## src/rtl/sec_irq_router.sv

```systemverilog
module sec_irq_router #(
  parameter int AW    = 12,
  parameter int PT_LO = 21,
  parameter int PT_HI = 30
) (
  input  logic        clk,
  input  logic        rst_n,
  input  logic [31:0] irq_in,
  input  logic        sel,
  input  logic        wr,
  input  logic [AW-1:0] addr,
  input  logic [31:0] wdata,
  output logic [31:0] rdata,
  output logic [31:0] parent_irq
);
  localparam logic [31:0] PT_MASK =
    ((32'h1 << (PT_HI + 1)) - 32'h1) & ~((32'h1 << PT_LO) - 32'h1);

  logic [31:0] raw, en, pt, rd_mux;
  logic [AW-3:0] idx;
  logic wr_go, rd_go, started;
  logic unused_lsb;

  assign idx        = addr[AW-1:2];
  assign unused_lsb = ^addr[1:0];
  assign wr_go      = sel & wr;
  assign rd_go      = sel & ~wr;

  always_comb begin
    case (idx)
      'd0:     rd_mux = raw & en;
      'd1:     rd_mux = raw;
      'd2:     rd_mux = en;
      'd4:     rd_mux = {31'b0, raw[0]};
      'd8:     rd_mux = pt;
      default: rd_mux = 32'b0;
    endcase
  end

  always_ff @(posedge clk or negedge rst_n) begin
    if (!rst_n) begin
      raw     <= '0;
      en      <= '0;
      pt      <= '0;
      rdata   <= '0;
      started <= 1'b0;
    end else begin
      raw     <= irq_in;
      started <= 1'b1;
      if (rd_go) rdata <= rd_mux;
      if (wr_go) begin
        case (idx)
          'd2: en <= en | wdata;
          'd3: en <= en & ~wdata;
          'd4: if (|wdata) en[0] <= 1'b1;
          'd5: if (|wdata) en[0] <= 1'b0;
          'd8: pt <= pt | (wdata & PT_MASK);
          'd9: pt <= pt & ~wdata;
          default: ;
        endcase
      end
    end
  end

  assign parent_irq[30:0] = raw[30:0] & pt[30:0] & PT_MASK[30:0];
  assign parent_irq[31]   = |(raw & en);


  raw_follow_chk: assert property (@(posedge clk) disable iff (!rst_n)
    started |-> raw == $past(irq_in));


  summary_rd_chk: assert property (@(posedge clk) disable iff (!rst_n)
    (rd_go && idx == 'd0) |=> ((rdata != 0) == $past(parent_irq[31])));


  pt_range_chk: assert property (@(posedge clk) disable iff (!rst_n)
    (rd_go && idx == 'd8) |=> ((rdata & ~PT_MASK) == 32'b0));


  pt_clear_chk: assert property (@(posedge clk) disable iff (!rst_n)
    (wr_go && idx == 'd9) |=> ((parent_irq & $past(wdata) & PT_MASK) == 32'b0));


  en_clear_chk: assert property (@(posedge clk) disable iff (!rst_n)
    (wr_go && idx == 'd3) |=> ((en & $past(wdata)) == 32'b0));


  low_lines_chk: assert property (@(posedge clk) disable iff (!rst_n)
    parent_irq[20:0] == 21'b0);
endmodule

```

## config.mk

```make
export PLATFORM = sky130hd
export DESIGN_NAME = sec_irq_router
export DESIGN_NICKNAME = d
export VERILOG_FILES = /design/src/rtl/sec_irq_router.sv
export SDC_FILE = /design/constraint.sdc
export NUM_CORES = 1
export LEC_CHECK = 0
export ABC_AREA = 1
export BUFFER_PORTS_ARGS = -buffer_cell sky130_fd_sc_hd__buf_4
export CAP_MARGIN = 20
export CORE_MARGIN = 2
export CORE_UTILIZATION = 35
export DETAILED_ROUTE_END_ITERATION = 6
export GPL_TIMING_DRIVEN = 0
export SLEW_MARGIN = 40
export SYNTH_ARGS = -nofsm -noshare
export SYNTH_HDL_FRONTEND = slang
export SYNTH_SLANG_ARGS = --single-unit
```

## constraint.sdc

```tcl
create_clock -name clk -period 1.1 [get_ports clk]
set_input_delay 0.055 -clock clk [delete_from_list [all_inputs] [get_ports clk]]
set_output_delay 0.055 -clock clk [all_outputs]
set_load 0.02 [all_outputs]
```

==> results of run 1 <==
==> cells in the mapped netlist, types with 2 or more instances <==
cell type / n
nor2_2: 5
o21ai_0: 7
nand2_1: 280
nand3_1: 46
inv_2: 8
o21ai_1: 10
nor2_1: 59
nor3_1: 5
buf_4: 26
inv_1: 98
nor2_4: 2
a22oi_1: 6
clkbuf_1: 12
a21oi_1: 31
dfrtp_1: 128
nand2_2: 4
buf_6: 7
a2bb2oi_1: 4
a221oi_1: 8
buf_2: 5
o2111ai_1: 30
==> how the worst min path moves through the flow <==
stage / from / end / slack [ns]
floorplan: rst_n / asynchronous set/reset pin / -0.24
global placement: irq_in[11] / raw[11] / 0.16
CTS: wdata[26] / flip-flop / 0.0001
detailed placement: rst_n / raw[13] / 0.02
global route: wdata[22] / flip-flop / 0.01
finish: wr / rdata[27] / 0.004
==> placed cells by master, fill, tap and decap left out, types with 22 or more instances in the layout <==
| cell type | netlist | final |
|---|---|---|
| nand2_1 | 280 | 267 |
| buf_4 | 26 | 142 |
| dfrtp_1 | 128 | 122 |
| inv_1 | 98 | 85 |
| dlygate4sd3_1 | 0 | 66 |
| nor2_1 | 59 | 52 |
| nand3_1 | 46 | 43 |
| a21oi_1 | 31 | 31 |
| o2111ai_1 | 30 | 25 |
| buf_6 | 7 | 22 |
==> logic make-up (layout without fill, tap and decap cells) <==
family / count (synthesis) / count (layout)
simple gates: 404 / 404
other cells: 1 / 21
buf+inv: 157 / 391
compound gates: 97 / 97
flops: 128 / 128
==> final cells by class <==
class	count	area, um^2	area share
Timing Repair Buffer	202	1780	0.193
Multi-Input combinational cell	522	2540	0.277
Clock inverter	15	160	0.0174
Sequential cell	128	3210	0.349
Inverter	106	403	0.0439
Tap cell	225	282	0.0306
Buffer	51	385	0.0420
Clock buffer	17	425	0.0463
==> metal layers <==
metal	GRT usage	up-vias
met2	0.349	234
met1	0.289	2893
met4	0.0693	0
met3	0.0530	28
met5	0	-
li1	-	2943
==> power groups by stage <==
stage	registers (uW)	clock network, uW	logic, uW
global route	4870	5880	1140
finish	4860	5590	1050
detailed placement	4940	0	799
floorplan	4910	0	313
global placement	4940	0	783
CTS	4860	5680	1010
==> metrics by stage <==
step | hold WS [ns] | util | std cells | area, um^2 | setup TNS (ns)
floorplan | -0.241 | - | 807 | 6330 | 0
global placement | 0.165 | 0.432 | 1151 | 7500 | -100.58
detailed placement | 0.0240 | 0.435 | 1152 | 7540 | -30.44
CTS | 0.000126 | 0.513 | 1254 | 8900 | -1.59
global route | 0.0113 | 0.529 | 1266 | 9190 | -2.16
finish | 0.00375 | 0.529 | 1266 | 9190 | -1.44
==> worst max-delay path, cell delays in order, from the launching register on <==
cell and delay [ns]:
dfrtp_2 0.46, a221oi_4 0.35, nand2_1 0.12, nor2_2 0.13, nand2_2 0.08, buf_6 0.14
==> timing repair <==
action | in CTS | in global routing
hold buffers | 65 | 11
resized for setup | 27 | 65
hold endpoints to repair | 152 | 19
setup buffers | 5 | 9
setup endpoints to repair | 11 | 70
gates cloned | 0 | 2
pin swaps | 17 | 18
==> out/results.txt, run 1 <==
Hpwl dp: 13,800 um
Multiplexer share of the synthesized area: 0
Worst Setup Start Kind: flip-flop
Max H-tree Level: 4
Core Area: 0.0174 mm^2
Critical path launch point: raw[30]
DRC viols: 0
Final hold vios: 0
Hold depth: 4
Largest family of logic cells by synthesized area: simple AND/OR/NAND/NOR gates
Root Buffer: clkbuf_16
GRT Total Usage: 0.217
First-pass GRT wire length: 30,700 um
I/O Pins: 144
WL met3: 1380 um
Worst slack at placement: -0.426 ns
Flops & latches, synth: 128
Clk slew on worst S/H paths: 0.06 ns
Post-synth top area share: 0.513
Clock power frac: 0.486
Chip width: 138 um
Total Power Consumption: 11,500 uW
Post-Synth Simple-Gate Area: 0.262
Arrival @ worst endpoint: 1.71 ns
FFs w/ async S/R, synth: 1.00
Vias in the first global route: 5,799
CTS tree: done
Clock buffer depth: 2
Total Wirelength: 20,100 um
Detail-routed net length per standard cell: 15.9 um
Minimum setup slack among reg-to-reg paths: -0.09 ns
Syn Std Cell Area: 0.00625 mm^2
Synth Area in Compound Gates: 0.106
Pins Over Slew Limit: 0
Critical path required time: 1.04 ns
FILL cells: 1,648
GR Overflow Total: 0
Die area: 0.0189 mm^2
Most used DFF post-synth: dfrtp_1
Max-cap viol count: 0
Row cnt: 48
YS warnings: 0
Synth area leader: dfrtp_1
FF-to-FF Start: raw[0]
Largest net degree at the start of global routing: 72
Failing checks: setup timing
Synth top area cells: dfrtp_1 51%, nand2_1 17%, inv_1 5.9%
I/O Buffers: 119
Synth Area in XOR/XNOR: 0
Post-synth EDFFs: 0
Crit. End Element: output port
Final ANT Viol Nets: 0
Reg2Reg Depth: 9
Final worst slack: -0.662 ns
Pleak: 0.00482 uW
Pre-antenna DRT Iters: 6
Adder-Cell Fraction of Synth Area: 0
PwrDens: 1250 mW/mm^2
Starting density of the core: 0.360
Yosys cell types: 27
Clock Skew: 0.00740 ns
Metal-1 WL: 9100 um
Rel. slew slack: 0.577
Sequential-to-total area share from yosys stat: 0.513
Post-route minimum period: 1.76 ns
Initial antenna violation count: 0
Vias: 6,098
# setup viols final: 13
Gate power share: 0.091
Chip height: 138 um
Sequential power share: 0.423
Metal2 WL: 9280 um
# diodes: 0
Peak Freq: 0.568 GHz
Gate count after technology mapping: 787
Internal Pwr Total: 8630 uW
Skew-Pair Late Insertion Delay: 0.43 ns
Total CTS buffers: 17
Sw frac: 0.249
Fin crit share: 1.60
Worst min-delay path category: in2reg
Last element of the critical path: parent_irq[31]
Unrepaired setup endpoints after global routing: yes
Drt initial violations: 521
Highest metal used: met4
Nets: 1,108
Area grow syn2layout: 47.0%
Sw Pwr: 2870 uW
Vias per cell: 4.82
Crit path max fanout: 4
Fraction of layout cells with a size suffix above 1: 0.269
Worst Max-Slew Pin Slew: 0.635 ns
Crit path kind: reg2out
Crit Reg-Reg Endpoint: rdata[0]
Final Wtd Congestion: 0.865
Clock sink count: 128
Max IR drop VDD: 0.00122 V
Syn Area/Cell: 7.94 um^2
Status: complete, but fails checks
(Power assumes the default switching activity.)
==> run 2: changes to the inputs <==
- CELL_PAD_IN_SITES_DETAIL_PLACEMENT: default -> 0
- CELL_PAD_IN_SITES_GLOBAL_PLACEMENT: default -> 1
- PLACE_DENSITY_LB_ADDON: default -> 0.1
==> out/results.txt, run 2 (same netlist as run 1, synthesis figures left out) <==
Final Wtd Congestion: 0.828
Core Util, Final: 0.538
Largest net degree at the start of global routing: 71
Clock sink count: 128
# setup viols final: 14
Vias: 6,045
Hpwl dp: 14,600 um
Worst-path cell with the longest stage delay: dfrtp_1
CTS tree: done
Clk slew on worst S/H paths: 0.06 ns
Clock buffer depth: 2
PwrDens: 1290 mW/mm^2
DP Area: 0.00757 mm^2
CP Buf/Inv Count: 1
Unrepaired setup endpoints after global routing: yes
Pre-antenna DRT Iters: 6
Starting density of the core: 0.360
CP Cell Sequence: nand2_2 > nand2_1 > a221oi_2 > nand2_1 > nor2_1 > nand2_1 > buf_6
GRT Total Usage: 0.227
Chip width: 138 um
Final hold vios: 0
Nets: 1,113
Total Wirelength: 21,200 um
Fin crit share: 1.62
Skew-Pair Late Insertion Delay: 0.42 ns
I/O Pins: 144
Row cnt: 48
Max IR drop VDD: 0.00123 V
GR Overflow Total: 0
Area grow syn2layout: 49.3%
Max H-tree Level: 4
Post-route cell area: 0.00933 mm^2
Final ANT Viol Nets: 0
Root Buffer: clkbuf_16
First-pass GRT wire length: 31,600 um
Most frequent cells in the layout: 268 x nand2_1, 147 x buf_4, 122 x dfrtp_1
Post-route minimum period: 1.78 ns
Rel. slew slack: 0.482
Detail-routed net length per standard cell: 16.7 um
Status: complete, but fails checks
Crit path max fanout: 2
Vias in the first global route: 5,689
Chip height: 138 um
Critical path required time: 1.04 ns
Family with the most delay on the worst path: simple AND/OR/NAND/NOR gates
Most common cell after layout, fill and taps aside: nand2_1
I/O Buffers: 119
Drt initial violations: 363
Arrival @ worst endpoint: 1.72 ns
Clock Skew: 0.00888 ns
Largest stage delay on the critical path: 0.40 ns
Failing checks: setup timing
Most used cell, CP: nand2_1
Pins Over Slew Limit: 0
DRC viols: 0
Worst Setup Start Kind: flip-flop
Fraction of layout cells with a size suffix above 1: 0.273
Die area: 0.0189 mm^2
Crit. End Element: output port
Initial antenna violation count: 0
Total CTS buffers: 17
Core Area: 0.0174 mm^2
Peak Freq: 0.563 GHz
Worst min-delay path category: in2reg
Final worst slack: -0.677 ns
Pleak: 0.00490 uW
Crit path kind: reg2out
Worst Max-Slew Pin Slew: 0.773 ns
Worst slack at placement: -0.506 ns
Vias per cell: 4.76
Max-cap viol count: 0
# diodes: 0
[run 2: timing repair]
item                       4_1_cts  5_1_grt
pin swaps                       14       24
gates resized for setup         21       75
hold endpoints to repair       167       18
setup endpoints to repair       38       76
setup buffers                    5       16
hold buffers                    65        9
gates cloned                     0        2
[run 2: power by group]
part	switching [uW]	internal [uW]	total, uW
Sequential	84.7	4780	4870
Clock	2100	4030	6130
Combinational	562	512	1070
[run 2: final cells by class]
type                    instances  area, um^2
well taps                     225         282
fillers                      1662        8020
clock buffers                  23         488
inverters                     106         408
clock inverters                 9         154
plain buffers                  51         385
flip-flops and latches        128        3210
repair buffers                207        1840
multi-input cells             522        2570
[run 2: final timing paths]
kind | from | end | slack (ns) | cells after the start
worst max-delay path | raw[4] | parent_irq[31] | -0.68 | 7
worst min-delay path | wdata[0] | pt[0] | 0.008 | 4
worst max register to register | raw[0] | rdata[0] | -0.07 | 8
worst min register to register | pt[9] | pt[9] | 0.47 | 2
max in group asynchronous | rst_n | rdata[11] | 0.26 | 4
min in group asynchronous | rst_n | asynchronous set/reset pin | 0.22 | 3
[run 2: per-stage QoR]
| step | std cells | total power [uW] | hold WS [ns] | TNS [ns] |
|---|---|---|---|---|
| after floorplan | 807 | 5220 | -0.241 | 0 |
| after global placement | 1151 | 5730 | 0.164 | -103.25 |
| after detailed placement | 1153 | 5760 | 0.0693 | -36.43 |
| after CTS | 1255 | 12100 | 0.00162 | -1.66 |
| after global routing | 1271 | 12500 | 0.0161 | -2.25 |
| final | 1271 | 12100 | 0.00812 | -1.39 |
[run 2: layer usage]
| metal | track usage | up-vias | wire, um |
|---|---|---|---|
| li1 | - | 2956 | - |
| met4 | 0.0659 | 0 | 206 |
| met3 | 0.0449 | 21 | 1190 |
| met2 | 0.366 | 188 | 10100 |
| met1 | 0.310 | 2880 | 9710 |
| met5 | 0 | - | 0 |
[run 2: tightest hold or removal path, delay by kind of cell]
| family | cells | cell delay (ns) |
|---|---|---|
| compound gates | 1 | 0.09 |
| buf+inv | 3 | 0.26 |
==> run 3: changes to the inputs <==
- REMOVE_ABC_BUFFERS: default -> 1
==> out/results.txt, run 3 (same netlist as run 1, synthesis figures left out) <==
GRT Total Usage: 0.230
Max IR drop VDD: 0.00108 V
Vias per cell: 4.89
Gate power share: 0.099
# diodes: 0
Fin crit share: 1.58
Area grow syn2layout: 52.8%
Root Buffer: clkbuf_16
Total Wirelength: 21,500 um
GR Overflow Total: 0
Clk slew on worst S/H paths: 0.06 ns
Pins Over Slew Limit: 0
Failing checks: setup timing
Core Area: 0.0174 mm^2
Largest net degree at the start of global routing: 55
I/O Pins: 144
Initial antenna violation count: 0
CTS tree: done
Internal Pwr Total: 8350 uW
Pre-antenna DRT Iters: 5
DRC viols: 0
Worst min-delay path category: in2reg
Hpwl dp: 12,600 um
Total CTS buffers: 17
Fraction of layout cells with a size suffix above 1: 0.306
Chip height: 138 um
Chip width: 138 um
Max H-tree Level: 4
Critical path required time: 1.04 ns
Hold_ws: 0.0133 ns
Total Power Consumption: 11,100 uW
Final hold vios: 0
Max-cap viol count: 0
Crit. End Element: output port
Most frequent cells in the layout: 240 x nand2_1, 127 x dfrtp_1, 122 x buf_4
PwrDens: 1160 mW/mm^2
Final Wtd Congestion: 0.827
Crit path kind: reg2out
Skew-Pair Late Insertion Delay: 0.42 ns
Worst Setup Start Kind: flip-flop
Clock Skew: 0.00726 ns
Clock sink count: 128
Clock buffer depth: 2
Nets: 1,081
Vias: 6,043
Rel. slew slack: 0.566
Worst Max-Slew Pin Slew: 0.651 ns
Detail-routed net length per standard cell: 17.4 um
Crit path max fanout: 3
Drt initial violations: 436
Sw frac: 0.245
Sw Pwr: 2710 uW
Core Util, Final: 0.550
Die area: 0.0189 mm^2
Pleak: 0.00499 uW
First-pass GRT wire length: 32,200 um
Sequential power share: 0.438
Arrival @ worst endpoint: 1.69 ns
Starting density of the core: 0.360
Unrepaired setup endpoints after global routing: yes
Row cnt: 48
Status: complete, but fails checks
I/O Buffers: 120
Final ANT Viol Nets: 0
Post-route minimum period: 1.74 ns
Final worst slack: -0.642 ns
Most common cell after layout, fill and taps aside: nand2_1
# setup viols final: 14
Peak Freq: 0.574 GHz
Clock power frac: 0.463
Vias in the first global route: 5,898
## run 3: cell types whose count changed in the layout (fill, tap and decap cells not counted), sizes merged, moves of 4 or more
| cell | before | now |
|---|---|---|
| buf | 176 | 151 |
| bufinv | 4 | 0 |
| clkbuf | 40 | 25 |
| clkinv | 3 | 8 |
| dlygate4sd3 | 65 | 69 |
## run 3: cell type report
type | count | area (um^2)
flip-flops and latches | 128 | 3200
repair inverters | 5 | 108
well taps | 225 | 282
repair buffers | 220 | 2010
multi-input cells | 523 | 2970
inverters | 106 | 444
clock buffers | 25 | 495
fillers | 1668 | 7810
clock inverters | 5 | 31.3
## run 3: worst max-delay path, cell delays in order, from the launching register on
cell	delay (ns)
dfrtp_1	0.42
a221oi_2	0.33
nand2_1	0.16
nor2_2	0.15
nand2_2	0.08
buf_6	0.13
## run 3: layer usage
layer,part of all wire,vias to the layer above,global-route usage
met5,0,-,0
met4,0.020,0,0.0745
met3,0.057,33,0.0394
met2,0.49,184,0.387
met1,0.43,2929,0.300
li1,-,2897,-
## run 3: power by group through the flow
stage | logic [uW] | clock network, uW | registers [uW]
after floorplan | 226 | 0 | 4910
after global placement | 721 | 0 | 4920
after detailed placement | 771 | 0 | 4920
after CTS | 1010 | 5200 | 4840
after global routing | 1190 | 5420 | 4850
final | 1100 | 5130 | 4850
## run 3: metrics by stage
stage	cells	setup slack, ns	cell area [um^2]	setup TNS, ns
2_1_floorplan	756	-0.607	5980	-41.67
3_3_place_gp	1101	-2.64	7160	-246.22
3_5_place_dp	1108	-1.04	7320	-75.10
4_1_cts	1221	-0.664	8820	-1.31
5_1_grt	1237	-0.723	9550	-3.55
6_report	1237	-0.642	9550	-1.18
## run 3: timing repair
| action | CTS | global route |
|---|---|---|
| hold buffers | 67 | 11 |
| hold endpoints to repair | 175 | 16 |
| buffers inserted | 13 | 11 |
| setup endpoints to repair | 102 | 104 |
| gates cloned | 3 | 3 |
| gates resized for setup | 52 | 164 |
| pin swaps | 19 | 49 |
## run 3: worst paths after layout
| path | end | slack, ns | cells past startpoint | start |
|---|---|---|---|---|
| min | pt[18] | 0.01 | 4 | wdata[18] |
| max | parent_irq[31] | -0.64 | 5 | flip-flop |
| min reg2reg | pt[5] | 0.46 | 2 | pt[5] |
| min in group asynchronous | rdata[26] | 0.08 | 2 | rst_n |
| max reg2reg | rdata[24] | 0.05 | 5 | raw[24] |
| max in group asynchronous | rdata[9] | 0.19 | 4 | rst_n |
